===== config.mk =====
export PLATFORM = sky130hd
export DESIGN_NAME = mesif_line_ctrl
export DESIGN_NICKNAME = d
export VERILOG_FILES = /design/src/rtl/mesif_pkg.sv /design/src/rtl/mesif_state_array.sv /design/src/rtl/mesif_cpu_path.sv /design/src/rtl/mesif_snoop_path.sv /design/src/rtl/mesif_line_ctrl.sv
export SDC_FILE = /design/constraint.sdc
export NUM_CORES = 1
export LEC_CHECK = 0
export BUFFER_PORTS_ARGS = -buffer_cell sky130_fd_sc_hd__buf_4
export CAP_MARGIN = 30
export CORE_MARGIN = 2
export CORE_UTILIZATION = 52
export DETAILED_ROUTE_END_ITERATION = 8
export PLACE_DENSITY = 0.76
export SETUP_SLACK_MARGIN = 0.4
export SLEW_MARGIN = 15
export SYNTH_ARGS = -nofsm -noshare
export SYNTH_HDL_FRONTEND = slang
export SYNTH_HIERARCHICAL = 1
export SYNTH_SLANG_ARGS = --single-unit

===== constraint.sdc =====
create_clock -name clk -period 2 [get_ports clk]
set_input_delay 0.2 -clock clk [delete_from_list [all_inputs] [get_ports clk]]
set_output_delay 0.2 -clock clk [all_outputs]
set_load 0.005 [all_outputs]

===== src/rtl/mesif_pkg.sv =====
package mesif_pkg;

  typedef enum logic [2:0] {
    ST_I = 3'd0,
    ST_S = 3'd1,
    ST_E = 3'd2,
    ST_F = 3'd3,
    ST_M = 3'd4
  } line_state_t;

  typedef enum logic [1:0] {
    REQ_NONE = 2'd0,
    REQ_READ = 2'd1,
    REQ_RFO  = 2'd2,
    REQ_UPGR = 2'd3
  } bus_req_t;

  typedef enum logic [1:0] {
    SNP_READ = 2'd0,
    SNP_RFO  = 2'd1,
    SNP_INV  = 2'd2,
    SNP_RSVD = 2'd3
  } snp_kind_t;

  typedef struct packed {
    line_state_t nxt;
    bus_req_t    req;
  } cpu_res_t;

  typedef struct packed {
    line_state_t nxt;
    logic        act;
    logic        supply;
    logic        wb;
    logic        shared_hit;
  } snp_res_t;

  function automatic logic holds_copy(line_state_t s);
    return s != ST_I;
  endfunction

  function automatic logic is_owner(line_state_t s);
    return (s == ST_E) || (s == ST_F) || (s == ST_M);
  endfunction

  // Local processor event: next state and the bus request it needs.
  function automatic cpu_res_t cpu_step(line_state_t cur, logic wr, logic shared_in);
    cpu_res_t r;
    r.nxt = cur;
    r.req = REQ_NONE;
    case (cur)
      ST_I: begin
        if (wr) begin
          r.nxt = ST_M;
          r.req = REQ_RFO;
        end else begin
          r.nxt = shared_in ? ST_F : ST_E;
          r.req = REQ_READ;
        end
      end
      ST_S, ST_F: begin
        if (wr) begin
          r.nxt = ST_M;
          r.req = REQ_UPGR;
        end
      end
      ST_E: begin
        if (wr) r.nxt = ST_M;
      end
      ST_M: r.nxt = ST_M;
      default: begin
        r.nxt = ST_I;
        r.req = REQ_NONE;
      end
    endcase
    return r;
  endfunction

  // Snooped remote request: next state and this cache's response.
  function automatic snp_res_t snp_step(line_state_t cur, snp_kind_t k);
    snp_res_t r;
    r.nxt        = cur;
    r.act        = 1'b0;
    r.supply     = 1'b0;
    r.wb         = 1'b0;
    r.shared_hit = 1'b0;
    if (holds_copy(cur) && (k != SNP_RSVD)) begin
      r.act = 1'b1;
      r.wb  = (cur == ST_M);
      case (k)
        SNP_READ: begin
          r.nxt        = ST_S;
          r.shared_hit = 1'b1;
          r.supply     = (cur == ST_M) || (cur == ST_F);
        end
        SNP_RFO: begin
          r.nxt    = ST_I;
          r.supply = (cur == ST_M) || (cur == ST_F);
        end
        default: begin
          r.nxt    = ST_I;
          r.supply = (cur == ST_M);
        end
      endcase
    end
    return r;
  endfunction

endpackage


===== src/rtl/mesif_state_array.sv =====
module mesif_state_array
  import mesif_pkg::*;
#(
  parameter int NUM_LINES = 8,
  parameter int IDX_W     = $clog2(NUM_LINES)
) (
  input  logic                          clk,
  input  logic                          rst_n,
  input  logic                          cpu_we,
  input  logic [IDX_W-1:0]              cpu_idx,
  input  line_state_t                   cpu_nxt,
  input  logic                          snp_we,
  input  logic [IDX_W-1:0]              snp_idx,
  input  line_state_t                   snp_nxt,
  output line_state_t [NUM_LINES-1:0]   states
);

  for (genvar i = 0; i < NUM_LINES; i++) begin : g_line
    logic hit_snp;
    logic hit_cpu;

    assign hit_snp = snp_we && (snp_idx == IDX_W'(i));
    assign hit_cpu = cpu_we && (cpu_idx == IDX_W'(i));

    always_ff @(posedge clk) begin
      if (!rst_n) begin
        states[i] <= ST_I;
      end else if (hit_snp) begin
        states[i] <= snp_nxt;
      end else if (hit_cpu) begin
        states[i] <= cpu_nxt;
      end
    end
  end

endmodule


===== src/rtl/mesif_cpu_path.sv =====
module mesif_cpu_path
  import mesif_pkg::*;
(
  input  logic        ev_valid,
  input  logic        ev_write,
  input  logic        shared_in,
  input  logic        collide,
  input  line_state_t cur,
  output logic        upd,
  output line_state_t nxt,
  output bus_req_t    req,
  output logic        retry
);

  cpu_res_t res;

  always_comb begin
    res   = cpu_step(cur, ev_write, shared_in);
    retry = ev_valid && collide;
    upd   = ev_valid && !collide;
    nxt   = res.nxt;
    req   = upd ? res.req : REQ_NONE;
  end

endmodule


===== src/rtl/mesif_snoop_path.sv =====
module mesif_snoop_path
  import mesif_pkg::*;
(
  input  logic        ev_valid,
  input  logic [1:0]  kind,
  input  line_state_t cur,
  output logic        upd,
  output line_state_t nxt,
  output logic        supply,
  output logic        wb,
  output logic        shared_hit
);

  snp_res_t res;

  always_comb begin
    res        = snp_step(cur, snp_kind_t'(kind));
    upd        = ev_valid && res.act;
    nxt        = res.nxt;
    supply     = ev_valid && res.supply;
    wb         = ev_valid && res.wb;
    shared_hit = ev_valid && res.shared_hit;
  end

endmodule


===== src/rtl/mesif_line_ctrl.sv =====
module mesif_line_ctrl
  import mesif_pkg::*;
#(
  parameter int NUM_LINES = 8,
  parameter int IDX_W     = $clog2(NUM_LINES)
) (
  input  logic             clk,
  input  logic             rst_n,
  input  logic             cpu_valid,
  input  logic             cpu_write,
  input  logic [IDX_W-1:0] cpu_idx,
  input  logic             shared_in,
  input  logic             snp_valid,
  input  logic [1:0]       snp_kind,
  input  logic [IDX_W-1:0] snp_idx,
  input  logic [IDX_W-1:0] qry_idx,
  output logic [1:0]       bus_req,
  output logic             cpu_retry,
  output logic             supply_data,
  output logic             write_back,
  output logic             shared_out,
  output logic [2:0]       qry_state
);

  line_state_t [NUM_LINES-1:0] states;
  line_state_t                 cpu_cur;
  line_state_t                 snp_cur;
  line_state_t                 cpu_nxt;
  line_state_t                 snp_nxt;
  bus_req_t                    cpu_req;
  logic                        snp_live;
  logic                        collide;
  logic                        cpu_we;
  logic                        snp_we;

  assign cpu_cur  = states[cpu_idx];
  assign snp_cur  = states[snp_idx];
  assign snp_live = snp_valid && (snp_kind != SNP_RSVD);
  assign collide  = snp_live && cpu_valid && (cpu_idx == snp_idx);

  mesif_cpu_path u_cpu (
    .ev_valid  (cpu_valid),
    .ev_write  (cpu_write),
    .shared_in (shared_in),
    .collide   (collide),
    .cur       (cpu_cur),
    .upd       (cpu_we),
    .nxt       (cpu_nxt),
    .req       (cpu_req),
    .retry     (cpu_retry)
  );

  mesif_snoop_path u_snp (
    .ev_valid   (snp_valid),
    .kind       (snp_kind),
    .cur        (snp_cur),
    .upd        (snp_we),
    .nxt        (snp_nxt),
    .supply     (supply_data),
    .wb         (write_back),
    .shared_hit (shared_out)
  );

  mesif_state_array #(
    .NUM_LINES (NUM_LINES),
    .IDX_W     (IDX_W)
  ) u_arr (
    .clk     (clk),
    .rst_n   (rst_n),
    .cpu_we  (cpu_we),
    .cpu_idx (cpu_idx),
    .cpu_nxt (cpu_nxt),
    .snp_we  (snp_we),
    .snp_idx (snp_idx),
    .snp_nxt (snp_nxt),
    .states  (states)
  );

  assign bus_req   = cpu_req;
  assign qry_state = states[qry_idx];

endmodule


==> results.yml <==
synthesis:
  syn_area_sq_um: 1990
  syn_inst: 181
  avgSynthCellArea_sq_um: 11.0
  synth_cell_types: 39
  syn_nets: 198
  synth_edf_count: 0
  ys_seq_elements: 24
  ys_warn_count: 6
  seq_area_frac_synth_pct: 24.2
  dominantRegCellSynth: "dfxtp_1"
  async_flop_share_pct: 0
sta:
  fin_crit_ns: 2.24
  worst_pin_slew_ns: 0.556
  timing.setup.tns_ns: -3.70
  postLayoutSetupSlackWorst_ns: -0.241
  slew_headroom_pct: 62.9
  hold_viol_final: 0
  fin_crit_sh_pct: 112
  final-max-slew-violation-count: 0
  setup_viol: 27
  fmax_ghz: 0.446
  fin_skew_ns: 0.00142
  rsz0062_at_grt: "yes"
layout:
  nFillCells: 215
  final_core_util_pct: 77.6
  num_antenna_cells: 0
  reg.largest.list: "u_arr/states x24"
  regMostFlops: "u_arr/states"
  final_area_sq_um: 2840
  finalNetCount: 254
  final_cells: 283
  syn2layout_area_growth_pct: 42.8
  largest_reg_flops: 24
  drive_gt1_share_pct: 68.1
min_path:
  min_path_type: "in -> reg"
routing:
  first_pass_iters: 5
  routed_wl_mm: 7.35
  viasPerCell: 7.31
  drcViolationCount: 0
  routedWlPerCell_um: 26.0
  drt-initial-drc-count: 176
  vias: 2069
  ant_nets: 0
global_route:
  grt_use_total_pct: 32.6
  grt_max_degree: 25
  grt_pass1_wl_mm: 10.6
  antenna_found_initial: 0
  grt_pass1_vias: 1964
  gr-total-overflow: 0
clocking:
  clk_pin_slew_ns: 0.08
  cts.sinks: 24
  clockBufferDepth: 2
  h-tree-depth: 1
  cts_buffers: 3
  cts-root-buf: "clkbuf_8"
  cts_tree: "yes"
  clkLatencyLatePin_ns: 0.26
die:
  ios: 26
  fp-row-count: 22
  die_y_um: 65.9
  dieArea_sq_um: 4340
  start_util_pct: 54.3
  die_w_um: 65.9
  core-area_sq_um: 3660
setup_path:
  crit_fanout: 4
  r2r_start: "u_arr/states[14]$_SDFFE_PN0P_"
  crit_start: "u_arr/states[9]$_SDFFE_PN0P_"
  cp.arrival_ns: 2.04
  r2r_cells: 8
  crit_path_end: "supply_data"
  r2r_setup_slack_ns: -0.20
  cp-end-kind: "output pin"
  required_ns: 1.80
  worstSetupStartpointType: "flop"
  worstReg2RegEnd: "u_arr/states[0]$_SDFFE_PN0P_"
  worst-setup-path-type: "reg -> out"
power:
  ir_worst_vdd_uv: 375
  powerDensity_nw_per_um2: 400
  leakage_nw: 1.13
placement:
  pre_cts_ws_ns: -0.225
  place_inst: 257
  dp_hpwl_mm: 4.33
  dpl_cell_area_sq_um: 2300
  port_buffers: 25
  place_congestion: 0.903
job:
  drv_cap: 0
outcome:
  status: "complete, but fails checks"
  violations: "negative setup slack"
cell usage after synthesis, types with 2 or more instances:
library cell	number	area, sq um
mux4_2	2	45.0
and3_1	2	12.5
nand4_1	3	18.8
buf_6	3	33.8
xor2_1	2	17.5
inv_1	2	7.51
a21oi_1	24	120
mux4_1	16	420
mux2i_1	24	240
nand4bb_1	3	33.8
nor2b_1	2	12.5
o21ai_1	2	10.0
nor3_1	3	15.0
and4bb_2	3	37.5
nand4b_1	6	52.6
dfxtp_1	24	480
o31ai_1	2	15.0
mux2_2	9	101
nor2_1	2	7.51
clkbuf_1	7	26.3
and2_1	2	12.5
o21ai_0	21	105
layout make-up:
type / count / area [sq um] / share of cell area, %
sequential: 24 / 533 / 18.8
timing repair buffer: 61 / 557 / 19.6
clock buffer: 3 / 41.3 / 1.45
inverter: 2 / 10.0 / 0.352
multi-input combinational: 145 / 1640 / 57.7
tap: 48 / 60.1 / 2.11
placed cells by master, fill, tap and decap left out, types with 2 or more instances in the layout:
master / Yosys / routed
o21ai_2: 1 / 14
mux2_4: 0 / 9
a21oi_2: 0 / 6
nand4_1: 3 / 3
and3_2: 1 / 2
nand4bb_4: 0 / 3
mux4_2: 2 / 16
xor2_1: 2 / 2
and4bb_2: 3 / 3
o31ai_4: 0 / 2
dfxtp_4: 0 / 9
o21ai_1: 2 / 10
mux4_1: 16 / 2
buf_4: 0 / 37
nor3_2: 0 / 2
a21oi_1: 24 / 18
a21boi_2: 1 / 2
dfxtp_2: 0 / 15
clkbuf_8: 0 / 3
mux2i_1: 24 / 24
buf_6: 3 / 23
nand4b_1: 6 / 6
what timing repair did:
action	in CTS	in global routing
gates resized for setup	88	35
hold buffers	0	0
buffers inserted	13	10
endpoints found under the setup margin	32	33
pin swaps	24	12
worst min path at each step:
stage,start,end,slack [ns],cells past startpoint
6_report,rst_n,u_arr/states[16]$_SDFFE_PN0P_,0.32,3
5_1_grt,rst_n,u_arr/states[12]$_SDFFE_PN0P_,0.33,3
4_1_cts,rst_n,u_arr/states[0]$_SDFFE_PN0P_,0.28,3
3_5_place_dp,rst_n,u_arr/states[0]$_SDFFE_PN0P_,0.55,3
3_3_place_gp,rst_n,u_arr/states[0]$_SDFFE_PN0P_,0.55,3
2_1_floorplan,rst_n,u_arr/states[14]$_SDFFE_PN0P_,0.34,2
cells by family (layout without fill, tap and decap cells):
kind of cell | after synthesis | count (layout) | synth area share, %
mux | 51 | 51 | 40.6
xor+xnor | 3 | 3 | 1.32
flops | 24 | 24 | 24.2
simple gates | 35 | 35 | 14.6
compound gates | 56 | 56 | 16.0
buf+inv | 12 | 66 | 3.40
routing by layer:
| metal | GRT usage, % | share of wire [%] | vias to the layer above |
|---|---|---|---|
| li1 | - | - | 847 |
| met1 | 41.7 | 37 | 1002 |
| met2 | 55.4 | 49 | 182 |
| met3 | 5.96 | 10 | 38 |
| met4 | 10.9 | 4.6 | 0 |
| met5 | 0 | 0 | - |
report_power, final:
group / total (mW) / switching (mW) / internal (mW)
combinational: 0.349 / 0.172 / 0.177
sequential: 0.500 / 0.0170 / 0.483
clock: 0.288 / 0.153 / 0.135
metrics by stage:
stage	hold slack (ns)	power, mW
floorplan	0.338	0.665
CTS	0.281	1.10
detailed placement	0.548	0.774
finish	0.316	1.14
global placement	0.546	0.763
global route	0.326	1.17
critical path, stage by stage (launching register included):
cell	delay, ns
dfxtp_4	0.37
mux4_2	0.46
mux2_4	0.31
buf_6	0.13
nor4bb_4	0.15
a32o_2	0.24
buf_6	0.11
Power figures use the tool's default switching activity.
